### src/rtl/pfd_lock_pkg.sv
package pfd_lock_pkg;

    localparam int NUM_CH = 2;
    localparam int SEL_W  = 4;

    typedef enum logic [1:0] {
        PD_IDLE     = 2'd0,
        PD_REF_LEAD = 2'd1,
        PD_FB_LEAD  = 2'd2,
        PD_BOTH     = 2'd3
    } pd_state_t;

    typedef enum logic {
        LK_HUNT = 1'b0,
        LK_HELD = 1'b1
    } lk_state_t;

    typedef enum logic [3:0] {
        ST_OFF     = 4'b0000,
        ST_REF0    = 4'b0001,
        ST_REF1    = 4'b0010,
        ST_FAST    = 4'b0011,
        ST_LOCK0   = 4'b0100,
        ST_FB0     = 4'b0101,
        ST_FB1     = 4'b0110,
        ST_RST0    = 4'b0111,
        ST_LOCK1   = 4'b1000,
        ST_RST1    = 4'b1011,
        ST_LOCKALL = 4'b1100,
        ST_RSTALL  = 4'b1111
    } stat_mode_t;

endpackage

### src/rtl/pfd_core.sv
module pfd_core
    import pfd_lock_pkg::*;
(
    input  logic clk,
    input  logic rst_n,
    input  logic ref_in,
    input  logic fb_in,
    input  logic pol_pos,
    input  logic cp_hiz,
    input  logic pwr_dn,
    output logic pump_up,
    output logic pump_dn,
    output logic lead,
    output logic cmp_done
);

    pd_state_t state, state_nx;
    logic      ref_d, fb_d;
    logic      ref_evt, fb_evt;
    logic      ref_side, fb_side, quiet;

    assign ref_evt = ref_in & ~ref_d;
    assign fb_evt  = fb_in  & ~fb_d;

    // state register and edge history
    always_ff @(posedge clk or negedge rst_n) begin
        if (!rst_n) begin
            state <= PD_IDLE;
            ref_d <= 1'b0;
            fb_d  <= 1'b0;
        end else begin
            state <= state_nx;
            ref_d <= ref_in;
            fb_d  <= fb_in;
        end
    end

    // next-state logic
    always_comb begin
        state_nx = state;
        unique case (state)
            PD_IDLE, PD_BOTH: begin
                if (ref_evt && fb_evt) state_nx = PD_BOTH;
                else if (ref_evt)      state_nx = PD_REF_LEAD;
                else if (fb_evt)       state_nx = PD_FB_LEAD;
                else                   state_nx = PD_IDLE;
            end
            PD_REF_LEAD: begin
                if (fb_evt) state_nx = PD_BOTH;
                else        state_nx = PD_REF_LEAD;
            end
            PD_FB_LEAD: begin
                if (ref_evt) state_nx = PD_BOTH;
                else         state_nx = PD_FB_LEAD;
            end
            default: state_nx = PD_IDLE;
        endcase
        if (pwr_dn) state_nx = PD_IDLE;
    end

    // output logic
    always_comb begin
        ref_side = (state == PD_REF_LEAD) || (state == PD_BOTH);
        fb_side  = (state == PD_FB_LEAD)  || (state == PD_BOTH);
        quiet    = cp_hiz | pwr_dn;
        pump_up  = !quiet && (pol_pos ? ref_side : fb_side);
        pump_dn  = !quiet && (pol_pos ? fb_side : ref_side);
        lead     = (state == PD_REF_LEAD) || (state == PD_FB_LEAD);
        cmp_done = (state == PD_BOTH);
    end

    // the AND reset clears the both-active condition one clock later
    assert_and_reset_R4: assert property (@(posedge clk) disable iff (!rst_n)
        (state == PD_BOTH && !(ref_evt && fb_evt)) |=> (state != PD_BOTH));

    // a powered-down channel has no comparison pending
    assert_pd_idle_R5: assert property (@(posedge clk) disable iff (!rst_n)
        pwr_dn |=> (state == PD_IDLE || !$past(pwr_dn)));

    // no request reaches the pump while silenced
    assert_quiet_pump_R5: assert property (@(posedge clk) disable iff (!rst_n)
        (cp_hiz || pwr_dn) |-> !(pump_up || pump_dn));

endmodule

### src/rtl/lock_monitor.sv
module lock_monitor
    import pfd_lock_pkg::*;
#(
    parameter int LOCK_THRESH = 3,
    parameter int LOCK_COUNT  = 16
) (
    input  logic clk,
    input  logic rst_n,
    input  logic lead,
    input  logic cmp_done,
    input  logic pwr_dn,
    output logic locked,
    output logic lock_view
);

    localparam int WMAX  = LOCK_THRESH + 1;
    localparam int WW    = $clog2(WMAX + 1);
    localparam int GW    = $clog2(LOCK_COUNT + 1);

    lk_state_t     lk_st, lk_nx;
    logic [WW-1:0] wcnt, wcnt_nx;
    logic [GW-1:0] good, good_nx;
    logic          too_wide, good_cmp;

    always_comb begin
        too_wide = lead && (wcnt >= WW'(LOCK_THRESH));
        good_cmp = cmp_done && (wcnt <= WW'(LOCK_THRESH));
    end

    // lead-width counter, saturating just above the limit
    always_comb begin
        if (lead) wcnt_nx = (wcnt == WW'(WMAX)) ? wcnt : wcnt + 1'b1;
        else      wcnt_nx = '0;
    end

    // lock state machine transitions
    always_comb begin
        lk_nx   = lk_st;
        good_nx = good;
        unique case (lk_st)
            LK_HUNT: begin
                if (good_cmp) begin
                    good_nx = (good == GW'(LOCK_COUNT)) ? good : good + 1'b1;
                    if (good_nx >= GW'(LOCK_COUNT)) lk_nx = LK_HELD;
                end else if (cmp_done || too_wide) begin
                    good_nx = '0;
                end
            end
            LK_HELD: begin
                if (too_wide || (cmp_done && !good_cmp)) begin
                    lk_nx   = LK_HUNT;
                    good_nx = '0;
                end
            end
            default: lk_nx = LK_HUNT;
        endcase
        if (pwr_dn) begin
            lk_nx   = LK_HUNT;
            good_nx = '0;
        end
    end

    always_ff @(posedge clk or negedge rst_n) begin
        if (!rst_n) begin
            lk_st <= LK_HUNT;
            wcnt  <= '0;
            good  <= '0;
        end else begin
            lk_st <= lk_nx;
            wcnt  <= pwr_dn ? '0 : wcnt_nx;
            good  <= good_nx;
        end
    end

    always_comb begin
        locked    = (lk_st == LK_HELD);
        lock_view = locked && !lead;
    end

    // an over-wide lead removes lock on the next clock
    assert_lock_drop_R7: assert property (@(posedge clk) disable iff (!rst_n)
        too_wide |=> !locked);

    // the run counter never passes its target
    assert_no_overflow_R6: assert property (@(posedge clk) disable iff (!rst_n)
        good <= GW'(LOCK_COUNT));

    // lock is only gained at the end of a comparison
    assert_lock_gain_R6: assert property (@(posedge clk) disable iff (!rst_n)
        $rose(locked) |-> $past(cmp_done));

endmodule

### src/rtl/status_select.sv
module status_select
    import pfd_lock_pkg::*;
(
    input  logic             clk,
    input  logic             rst_n,
    input  logic [SEL_W-1:0] sel,
    input  logic [NUM_CH-1:0] lock_view,
    input  logic [NUM_CH-1:0] ref_in,
    input  logic [NUM_CH-1:0] fb_in,
    output logic             stat_out,
    output logic             fast_lock,
    output logic [NUM_CH-1:0] cnt_rst
);

    stat_mode_t mode;

    always_comb begin
        mode      = stat_mode_t'(sel);
        stat_out  = 1'b0;
        fast_lock = 1'b0;
        cnt_rst   = '0;
        case (mode)
            ST_LOCK0:   stat_out = lock_view[0];
            ST_LOCK1:   stat_out = lock_view[1];
            ST_LOCKALL: stat_out = &lock_view;
            ST_REF0:    stat_out = ref_in[0];
            ST_REF1:    stat_out = ref_in[1];
            ST_FB0:     stat_out = fb_in[0];
            ST_FB1:     stat_out = fb_in[1];
            ST_FAST:    fast_lock = 1'b1;
            ST_RST0:    cnt_rst = 2'b01;
            ST_RST1:    cnt_rst = 2'b10;
            ST_RSTALL:  cnt_rst = 2'b11;
            default:    stat_out = 1'b0;
        endcase
    end

    // the fast-lock request holds the pin low
    assert_fast_low_R11: assert property (@(posedge clk) disable iff (!rst_n)
        fast_lock |-> !stat_out);

    // counter reset and fast-lock never coexist; pin is low under reset
    assert_rst_excl_R12: assert property (@(posedge clk) disable iff (!rst_n)
        (cnt_rst != '0) |-> (!fast_lock && !stat_out));

endmodule

### src/rtl/pfd_lock_mux.sv
module pfd_lock_mux
    import pfd_lock_pkg::*;
#(
    parameter int LOCK_THRESH = 3,
    parameter int LOCK_COUNT  = 16
) (
    input  logic       clk,
    input  logic       rst_n,
    input  logic [1:0] ref_pulse,
    input  logic [1:0] fb_pulse,
    input  logic [1:0] pol_pos,
    input  logic [1:0] cp_hiz,
    input  logic [1:0] pwr_dn,
    input  logic [3:0] stat_sel,
    output logic [1:0] pump_up,
    output logic [1:0] pump_dn,
    output logic [1:0] locked,
    output logic       stat_out,
    output logic       fast_lock,
    output logic [1:0] cnt_rst
);

    logic [NUM_CH-1:0] lead, cmp_done, lock_view;

    for (genvar ch = 0; ch < NUM_CH; ch++) begin : g_ch
        pfd_core u_pfd (
            .clk      (clk),
            .rst_n    (rst_n),
            .ref_in   (ref_pulse[ch]),
            .fb_in    (fb_pulse[ch]),
            .pol_pos  (pol_pos[ch]),
            .cp_hiz   (cp_hiz[ch]),
            .pwr_dn   (pwr_dn[ch]),
            .pump_up  (pump_up[ch]),
            .pump_dn  (pump_dn[ch]),
            .lead     (lead[ch]),
            .cmp_done (cmp_done[ch])
        );

        lock_monitor #(
            .LOCK_THRESH (LOCK_THRESH),
            .LOCK_COUNT  (LOCK_COUNT)
        ) u_lock (
            .clk       (clk),
            .rst_n     (rst_n),
            .lead      (lead[ch]),
            .cmp_done  (cmp_done[ch]),
            .pwr_dn    (pwr_dn[ch]),
            .locked    (locked[ch]),
            .lock_view (lock_view[ch])
        );
    end

    status_select u_stat (
        .clk       (clk),
        .rst_n     (rst_n),
        .sel       (stat_sel),
        .lock_view (lock_view),
        .ref_in    (ref_pulse),
        .fb_in     (fb_pulse),
        .stat_out  (stat_out),
        .fast_lock (fast_lock),
        .cnt_rst   (cnt_rst)
    );

endmodule

### config.mk
export PLATFORM = sky130hd
export DESIGN_NAME = pfd_lock_mux
export DESIGN_NICKNAME = d
export VERILOG_FILES = /design/src/rtl/pfd_lock_pkg.sv /design/src/rtl/pfd_core.sv /design/src/rtl/lock_monitor.sv /design/src/rtl/status_select.sv /design/src/rtl/pfd_lock_mux.sv
export SDC_FILE = /design/constraint.sdc
export NUM_CORES = 1
export LEC_CHECK = 0
export BUFFER_PORTS_ARGS = -buffer_cell sky130_fd_sc_hd__buf_4
export CAP_MARGIN = 20
export CELL_PAD_IN_SITES_DETAIL_PLACEMENT = 1
export CELL_PAD_IN_SITES_GLOBAL_PLACEMENT = 2
export CORE_ASPECT_RATIO = 1.25
export CORE_MARGIN = 10
export CORE_UTILIZATION = 32
export CTS_CLUSTER_SIZE = 8
export DETAILED_ROUTE_END_ITERATION = 16
export GPL_TIMING_DRIVEN = 1
export HOLD_SLACK_MARGIN = 0.15
export PLACE_DENSITY = 0.85
export SYNTH_ARGS = -nofsm -noshare
export SYNTH_HDL_FRONTEND = slang
export SYNTH_SLANG_ARGS = --single-unit
### constraint.sdc
create_clock -name clk -period 1.59 [get_ports clk]
set_input_delay 0.2385 -clock clk [delete_from_list [all_inputs] [get_ports clk]]
set_output_delay 0.2385 -clock clk [all_outputs]
set_load 0.1 [all_outputs]
==> PnR_summary.wiki, run 1 <==
{| class="wikitable"
! Metric !! Value
|-
| Vias in the first global route || 1567
|-
| Seq/Total Area, Yosys || 38.1%
|-
| Fin crit period || 1.90 ns
|-
| Post-placement setup slack || -0.130 ns
|-
| Post-DR vias/cell || 5.23
|-
| Maximum capacitance violations || 0
|-
| Post-Route WL || 4.37 mm
|-
| Deepest level of the CTS H-tree || 1
|-
| Count of boundary I/O pins || 26
|-
| Final hold vios || 0
|-
| Finished Layout Cells || 278
|-
| Number of cells after detailed placement || 268
|-
| Total congestion overflow || 0
|-
| Total power || 1.37 mW
|-
| Total number of vias || around 1500
|-
| Horiz. Die Dim || 85.3 um
|-
| Worst slew margin || 76.0%
|-
| Layout Area Growth over Synthesis || 38.7%
|-
| Final design instance area without fill || 2370 um2
|-
| Wire length of the first global-routing pass || 7.33 mm
|-
| Mapped Area || between 1500 and 2000 um2
|-
| Final worst clock skew || 0.00175 ns
|-
| Count of final setup violators || 1
|-
| DPL Wire Length || 3.29 mm
|-
| Detailed-routing iteration count for the pre-antenna-repair pass || 3
|-
| Number of antenna diodes || 0
|-
| Total GRT Usage || between 10 and 15%
|-
| FMAX || 0.525 GHz
|-
| Clock tree from TritonCTS || yes
|-
| Post-synthesis register bit count || 26
|-
| Post-route worst setup slack || -0.313 ns
|-
| Cell Rows || 29
|-
| Maximum number of pins on one net before global-route repair || 27
|-
| WS Path Type || reg -> out
|-
| Clock-pin slew of the registers on the worst-case setup and hold paths || 0.09 ns
|-
| # port buffers || 25
|-
| Number of pins exceeding their max-slew limit in the final report || 0
|-
| Instance area after placement || 2120 um2
|-
| Setup crit end kind || output port
|-
| CP Data Required Time || 1.35 ns
|-
| Count of routing violations after the opening detailed-route iteration || 38
|-
| Fraction of final layout cells with drive strength greater than 1 || 36.6%
|-
| P_leak || 1.09 nW
|-
| # DRC || 0
|-
| Final cell utilization of the core || 46.3%
|-
| Clock network latency to the later pin of the worst-skew pair || 0.27 ns
|-
| Cell Pwr Density || 579 nW/um2
|-
| Synthesized netlist cell count || 169
|-
| Portion of the clock cycle consumed by the worst path in the final layout || 120%
|-
| Final layout net count || 250
|-
| Hold Slack || 0.233 ns
|-
| Root Buffer || sky130_fd_sc_hd__clkbuf_8
|-
| Residual antenna-violating net count after detailed routing || 0
|-
| Critical path startpoint category || flop
|-
| Violated checks || setup timing
|-
| Number of CTS-inserted buffers || 3
|-
| Number of distinct library cells after synthesis || 39
|-
| Routability congestion estimate from global placement || 0.712
|-
| Core area || 5120 um2
|-
| Unrepaired setup endpoints after global routing || true
|-
| Worst min path class || in -> reg
|-
| Main flop type after synthesis || sky130_fd_sc_hd__dfrtp_1
|-
| Share of flip-flops with an asynchronous set or reset || 100%
|-
| Count of warnings emitted by yosys || 0
|-
| Routed WL per cell || around 16 um
|-
| Clock sinks || 26
|-
| Initial antenna violation count || 0
|-
| Count of flip-flops with a built-in enable after synthesis || 0
|-
| Highest net fanout along the worst path || 2
|-
| Summed negative setup slack over all endpoints || -0.313 ns
|-
| Synthesized netlist net count || 201
|-
| Initial core utilization || 33.4%
|-
| Least-Margin Pin Slew || 0.360 ns
|-
| Average cell area after synthesis || 10.1 um2
|-
| Die area || a little under 9000 um2
|-
| Peak supply drop || just over 0.0003 V
|-
| Data arrival time of the worst path || about 1.7 ns
|-
| Maximum number of buffers from clock root to sink || 2
|-
| Outcome || complete, but fails checks
|-
| Die Span Y || 102 um
|}
-- routing by layer --
metal,GRT usage [%],wire (um),up-vias
li1,-,-,689
met1,11.8,1870,739
met2,17.8,2290,21
met3,2.41,170,5
met4,2.28,45,0
met5,0,0,-
-- worst paths after layout --
path                       slack [ns]  cells past startpoint                                  to                          startpoint
hold / removal                   0.23                      2    g_ch[0].u_pfd.state[0]$_DFF_PN0_                           pwr_dn[0]
setup / recovery                -0.31                      4                            stat_out    g_ch[1].u_pfd.state[1]$_DFF_PN0_
max in group asynchronous        0.91                      2  g_ch[1].u_lock.wcnt[1]$_DFFE_PN0P_                               rst_n
setup reg to reg                 0.01                      5  g_ch[1].u_lock.good[0]$_DFFE_PN0P_  g_ch[1].u_lock.wcnt[1]$_DFFE_PN0P_
hold reg to reg                  0.54                      3    g_ch[1].u_pfd.state[0]$_DFF_PN0_       g_ch[1].u_pfd.ref_d$_DFF_PN0_
min in group asynchronous        0.41                      2     g_ch[1].u_lock.locked$_DFF_PN0_                               rst_n
-- synthesized netlist by cell type, types with 3 or more instances --
| master | n | area share (%) |
|---|---|---|
| sky130_fd_sc_hd__ha_1 | 16 | 12 |
| sky130_fd_sc_hd__mux2i_1 | 6 | 3.5 |
| sky130_fd_sc_hd__nand3_1 | 4 | 1.2 |
| sky130_fd_sc_hd__dfrtp_1 | 26 | 38 |
| sky130_fd_sc_hd__buf_4 | 6 | 2.6 |
| sky130_fd_sc_hd__xnor2_1 | 3 | 1.5 |
| sky130_fd_sc_hd__and3_1 | 4 | 1.5 |
| sky130_fd_sc_hd__nand2b_1 | 6 | 2.2 |
| sky130_fd_sc_hd__nor2_1 | 5 | 1.1 |
| sky130_fd_sc_hd__nor2b_1 | 3 | 1.1 |
| sky130_fd_sc_hd__nand2_1 | 4 | 0.88 |
| sky130_fd_sc_hd__a211o_1 | 6 | 3.1 |
| sky130_fd_sc_hd__o211ai_1 | 4 | 1.8 |
| sky130_fd_sc_hd__inv_1 | 21 | 4.6 |
| sky130_fd_sc_hd__a21oi_1 | 6 | 1.8 |
| sky130_fd_sc_hd__a22o_1 | 3 | 1.5 |
| sky130_fd_sc_hd__nor3_1 | 12 | 3.5 |
-- kinds of logic after synthesis --
logic type | after synthesis | share of synthesized area [%]
DFF | 26 | 38.1
and+or+nand+nor | 44 | 14.7
muxes | 6 | 3.52
AOI/OAI and AO/OA | 41 | 20.8
buffers and inverters | 31 | 8.64
adders and majority gates | 16 | 11.7
xor gates and xnor gates | 5 | 2.56
-- repair_timing --
item | 4_1_cts | 5_1_grt
endpoints found under the hold margin | 30 | 0
setup endpoints to repair | 11 | 15
resized for setup | 10 | 19
setup buffers | 2 | 0
hold buffers | 5 | 0
pin swaps | 14 | 8
-- placed cells by master, fill, tap and decap left out, drive strengths merged --
master / synthesis / final
a211oi: 6 / 6
buf: 8 / 45
nor3: 12 / 12
o2bb2ai: 2 / 2
o32ai: 2 / 2
inv: 21 / 21
ha: 16 / 16
nor3b: 2 / 2
o211ai: 6 / 6
xnor2: 3 / 3
nor4bb: 1 / 1
a21boi: 1 / 1
and3: 4 / 4
a211o: 6 / 6
and4bb: 1 / 1
a22o: 3 / 3
a31oi: 1 / 1
clkbuf: 2 / 7
xor2: 2 / 2
nand2b: 6 / 6
dlygate4sd3: 0 / 5
nor2: 5 / 5
mux2i: 6 / 6
a21oi: 8 / 8
nor2b: 3 / 3
nand3: 4 / 4
o21ai: 2 / 2
nor4b: 2 / 2
o41ai: 1 / 1
a22oi: 1 / 1
dfrtp: 26 / 26
nand2: 4 / 4
o211a: 1 / 1
a221oi: 1 / 1
-- critical path: stages, from the launching register on --
cell and delay [ns]:
sky130_fd_sc_hd__dfrtp_1 0.43, sky130_fd_sc_hd__ha_4 0.30, sky130_fd_sc_hd__a21boi_4 0.05, sky130_fd_sc_hd__o41ai_4 0.34, sky130_fd_sc_hd__buf_6 0.28
-- area by class of cell --
type,count,area (um2)
Clock buffer,3,41.3
Fill cell,564,2750
Inverter,21,78.8
Multi-Input combinational cell,112,1070
Sequential cell,26,651
Tap cell,62,77.6
Timing Repair Buffer,54,450
-- power by group --
group / switching [mW] / internal (mW)
combinational: 0.181 / 0.126
sequential: 0.00829 / 0.676
clock: 0.211 / 0.170
-- registers in the layout, summed over array words and instances (netlist names) --
name,cells
g_ch.u_lock.good,10
g_ch.u_lock.wcnt,6
g_ch.u_pfd.state,4
g_ch.u_lock.locked,2
g_ch.u_pfd.fb_d,2
g_ch.u_pfd.ref_d,2
(Power assumes the default switching activity.)
==> inputs of run 2 (changes only) <==
--- a/config.mk
+++ b/config.mk
@@ -14,9 +14,10 @@
 export CORE_UTILIZATION = 32
 export CTS_CLUSTER_SIZE = 8
 export DETAILED_ROUTE_END_ITERATION = 16
-export GPL_TIMING_DRIVEN = 1
+export GPL_TIMING_DRIVEN = 0
 export HOLD_SLACK_MARGIN = 0.15
-export PLACE_DENSITY = 0.85
+export PLACE_DENSITY = 0.78
 export SYNTH_ARGS = -nofsm -noshare
 export SYNTH_HDL_FRONTEND = slang
 export SYNTH_SLANG_ARGS = --single-unit
+export TNS_END_PERCENT = 30
==> run 2 against run 1 <==
The run still ends with setup timing left. Cell area is 2.2% higher. Clock skew hardly changed. Core utilization is 1.0 points higher. Critical endpoint unchanged. Largest power group unchanged.
==> PnR_summary.wiki, run 2 (synthesis results as in run 1) <==
{| class="wikitable"
! Metric !! Value
|-
| Outcome || complete, but fails checks
|-
| Violated checks || setup timing
|-
| Clock network fraction of total power || 30.9% (+3.1 points)
|-
| Wire length of the first global-routing pass || 7.92 mm (+8.0%)
|-
| Maximum number of pins on one net before global-route repair || 27 (unchanged)
|-
| Slack of the worst reg-to-reg path || -0.06 ns (-0.07 ns)
|-
| Termination of the worst setup path || stat_out
|-
| Total GRT Usage || 11.0% (+0.97 points)
|-
| Least-Margin Pin Slew || 0.375 ns (+0.0149 ns)
|-
| DPL Wire Length || 3.36 mm (+2.3%)
|-
| Portion of total power attributed to combinational logic || 22.1% (-0.2 points)
|-
| Initial core utilization || 33.4% (unchanged)
|-
| Core area || 5120 um2 (unchanged)
|-
| Instance area after placement || 2010 um2 (-4.8%)
|-
| # port buffers || 23 (-8.0%)
|-
| Switch Pwr || 0.431 mW (+7.9%)
|-
| Cell-internal power || 1.04 mW (+6.7%)
|-
| Post-route worst setup slack || -0.397 ns (-0.0839 ns)
|-
| Origin of the critical flop-to-flop path || g_ch[1].u_lock.wcnt[1]$_DFFE_PN0P_
|-
| Finished Layout Cells || 275 (-1.1%)
|-
| Residual antenna-violating net count after detailed routing || 0 (unchanged)
|-
| Worst slew margin || 74.6% (-1.4 points)
|-
| Worst-case reg-to-reg path depth || 6 (+1)
|-
| Cell Rows || 29 (unchanged)
|-
| Post-DR vias/cell || 5.14 (-1.8%)
|-
| Clock-pin slew of the registers on the worst-case setup and hold paths || 0.10 ns (about the same)
|-
| Clock sinks || 26 (unchanged)
|-
| FMAX || 0.503 GHz (-4.2%)
|-
| Total congestion overflow || 0 (unchanged)
|-
| Number of pins exceeding their max-slew limit in the final report || 0 (unchanged)
|-
| Post-Route WL || 4.87 mm (+11%)
|-
| Highest net fanout along the worst path || 2 (unchanged)
|-
| Setup crit end kind || output port
|-
| Global Route met1 Usage || 11.6% (-0.23 points)
|-
| Final hold vios || 0 (unchanged)
|-
| CP Data Required Time || 1.35 ns (about the same)
|-
| Biggest regs || g_ch.u_lock.good x10, g_ch.u_lock.wcnt x6, g_ch.u_pfd.state x4
|-
| Clock network latency to the later pin of the worst-skew pair || 0.28 ns (about the same)
|-
| Unrepaired setup endpoints after global routing || true
|-
| Count of routing violations after the opening detailed-route iteration || 11 (-71%)
|-
| Final layout net count || 246 (-1.6%)
|-
| Proportion of total power due to net switching || 29.4% (+0.23 points)
|-
| Count of boundary I/O pins || 26 (unchanged)
|-
| P_leak || 1.08 nW (-0.73%)
|-
| WS Path Type || reg -> out
|-
| Portion of the clock cycle consumed by the worst path in the final layout || 125% (+5.3 points)
|-
| Met2 GRT Util || 21.7% (+3.9 points)
|-
| Vias in the first global route || 1606 (+2.5%)
|-
| Die area || 8680 um2 (unchanged)
|-
| Maximum number of buffers from clock root to sink || 2 (unchanged)
|-
| Number of antenna diodes || 0 (unchanged)
|-
| Worst min path class || in -> reg
|-
| Routed WL per cell || 17.7 um (+13%)
|-
| Die Span Y || 102 um (unchanged)
|-
| Number of cells after detailed placement || 254 (-5.2%)
|-
| Most flop-heavy register || g_ch.u_lock.good
|-
| Fraction of final layout cells with drive strength greater than 1 || 38.0% (+1.5 points)
|-
| Root Buffer || sky130_fd_sc_hd__clkbuf_8
|-
| Flip-flop count of the largest register, all copies and words added || 10 (unchanged)
|-
| Final worst clock skew || 0.00166 ns (-0.0000962 ns)
|-
| Fin crit period || 1.99 ns (+0.0839 ns)
|-
| Initial antenna violation count || 0 (unchanged)
|-
| Commonest non-fill, non-tap cells in the layout || sky130_fd_sc_hd__buf_4 (33), sky130_fd_sc_hd__dfrtp_1 (21), sky130_fd_sc_hd__inv_1 (20)
|-
| Data arrival time of the worst path || 1.75 ns (+0.09 ns)
|-
| Cell Pwr Density || 607 nW/um2 (+4.8%)
|-
| Critical path startpoint category || flop
|-
| Total power || 1.47 mW (+7.1%)
|-
| Detailed-routing iteration count for the pre-antenna-repair pass || 4 (+1)
|-
| Horiz. Die Dim || 85.3 um (unchanged)
|-
| Endpoint of the most critical register-to-register path || g_ch[1].u_lock.good[3]$_DFFE_PN0P_
|-
| Number of CTS-inserted buffers || 3 (unchanged)
|-
| Peak supply drop || 0.000297 V (-3.6%)
|-
| Clock tree from TritonCTS || yes
|-
| Layout Area Growth over Synthesis || 41.7%
|-
| Routability congestion estimate from global placement || 0.773 (+8.7%)
|-
| Hold Slack || 0.170 ns (-0.0629 ns)
|-
| Part of the power in registers || 47.0% (-2.9 points)
|-
| GRT busiest layer || met2
|-
| # DRC || 0 (unchanged)
|-
| Deepest level of the CTS H-tree || 1 (unchanged)
|-
| Start point of the critical path || g_ch[1].u_pfd.state[0]$_DFF_PN0_
|-
| Commonest non-fill, non-tap cell in the layout || sky130_fd_sc_hd__buf_4
|-
| Maximum capacitance violations || 0 (unchanged)
|-
| Count of final setup violators || 14 (+13)
|-
| M3 GR Usage || 1.93% (-0.48 points)
|-
| Final design instance area without fill || 2420 um2 (+2.2%)
|-
| Total number of vias || 1413 (-2.8%)
|}
==> run 2: changes by cell type in the layout (fill, tap and decap cells not counted), moves of 2 or more <==
cell / before / now
sky130_fd_sc_hd__buf_12: 0 / 4
sky130_fd_sc_hd__clkbuf_8: 7 / 5
sky130_fd_sc_hd__ha_4: 3 / 6
sky130_fd_sc_hd__ha_1: 11 / 9
sky130_fd_sc_hd__buf_4: 43 / 33
sky130_fd_sc_hd__nor3_2: 4 / 1
sky130_fd_sc_hd__nor3_1: 7 / 10
sky130_fd_sc_hd__buf_6: 2 / 6
sky130_fd_sc_hd__dfrtp_2: 0 / 5
sky130_fd_sc_hd__dfrtp_1: 26 / 21
==> run 2: power by group through the flow <==
stage | Combinational [mW] | Sequential [mW] | Clock (mW)
detailed placement | 0.247 | 0.708 | 0
CTS | 0.302 | 0.689 | 0.469
global route | 0.353 | 0.692 | 0.499
global placement | 0.237 | 0.706 | 0
finish | 0.325 | 0.690 | 0.454
floorplan | 0.157 | 0.703 | 0
==> run 2: final cells by class <==
cell class	count	area, um2
tap	62	77.6
sequential	26	657
multi-input combinational	112	1090
fill	552	2700
inverter	21	78.8
clock buffer	4	55.1
timing repair buffer	41	389
buffer	9	75.1
==> run 2: per-stage QoR <==
stage	util [%]	setup TNS, ns	worst slack, ns
CTS	45.0	-1.13	-0.393
detailed placement	39.3	-2.39	-0.356
finish	47.3	-1.04	-0.397
global route	47.3	-2.24	-0.458
floorplan	-	-0.832	-0.715
global placement	39.3	-1.73	-0.291
==> run 2: metal layers <==
metal | wire length (um) | vias to the layer above
met1 | 1920 | 705
met4 | 53 | 0
li1 | - | 684
met5 | 0 | -
met3 | 120 | 4
met2 | 2780 | 20
==> run 2: repair_timing <==
| item | 4_1_cts | 5_1_grt |
|---|---|---|
| hold endpoints to repair | 30 | 0 |
| hold buffers | 5 | 0 |
| buffers inserted | 9 | 4 |
| setup endpoints to repair | 16 | 16 |
| pin swaps | 11 | 6 |
| gates resized for setup | 26 | 19 |
==> run 2: worst min path at each step <==
| stage | startpoint | endpoint | slack (ns) | cells after the start |
|---|---|---|---|---|
| floorplan | rst_n | g_ch[0].u_lock.good[0]$_DFFE_PN0P_ | -0.06 | 0 |
| global placement | rst_n | g_ch[1].u_lock.wcnt[1]$_DFFE_PN0P_ | 0.18 | 1 |
| detailed placement | rst_n | g_ch[1].u_lock.wcnt[1]$_DFFE_PN0P_ | 0.19 | 1 |
| CTS | pwr_dn[0] | g_ch[0].u_pfd.state[1]$_DFF_PN0_ | 0.17 | 2 |
| global route | pwr_dn[0] | g_ch[0].u_lock.wcnt[0]$_DFFE_PN0P_ | 0.18 | 2 |
| finish | pwr_dn[0] | g_ch[0].u_pfd.state[1]$_DFF_PN0_ | 0.17 | 2 |
==> run 2: worst max-delay path, stage by stage (launching register included) <==
cell	delay [ns]
sky130_fd_sc_hd__dfrtp_1	0.41
sky130_fd_sc_hd__inv_2	0.06
sky130_fd_sc_hd__ha_4	0.28
sky130_fd_sc_hd__a21boi_4	0.06
sky130_fd_sc_hd__o41ai_4	0.38
sky130_fd_sc_hd__buf_6	0.28
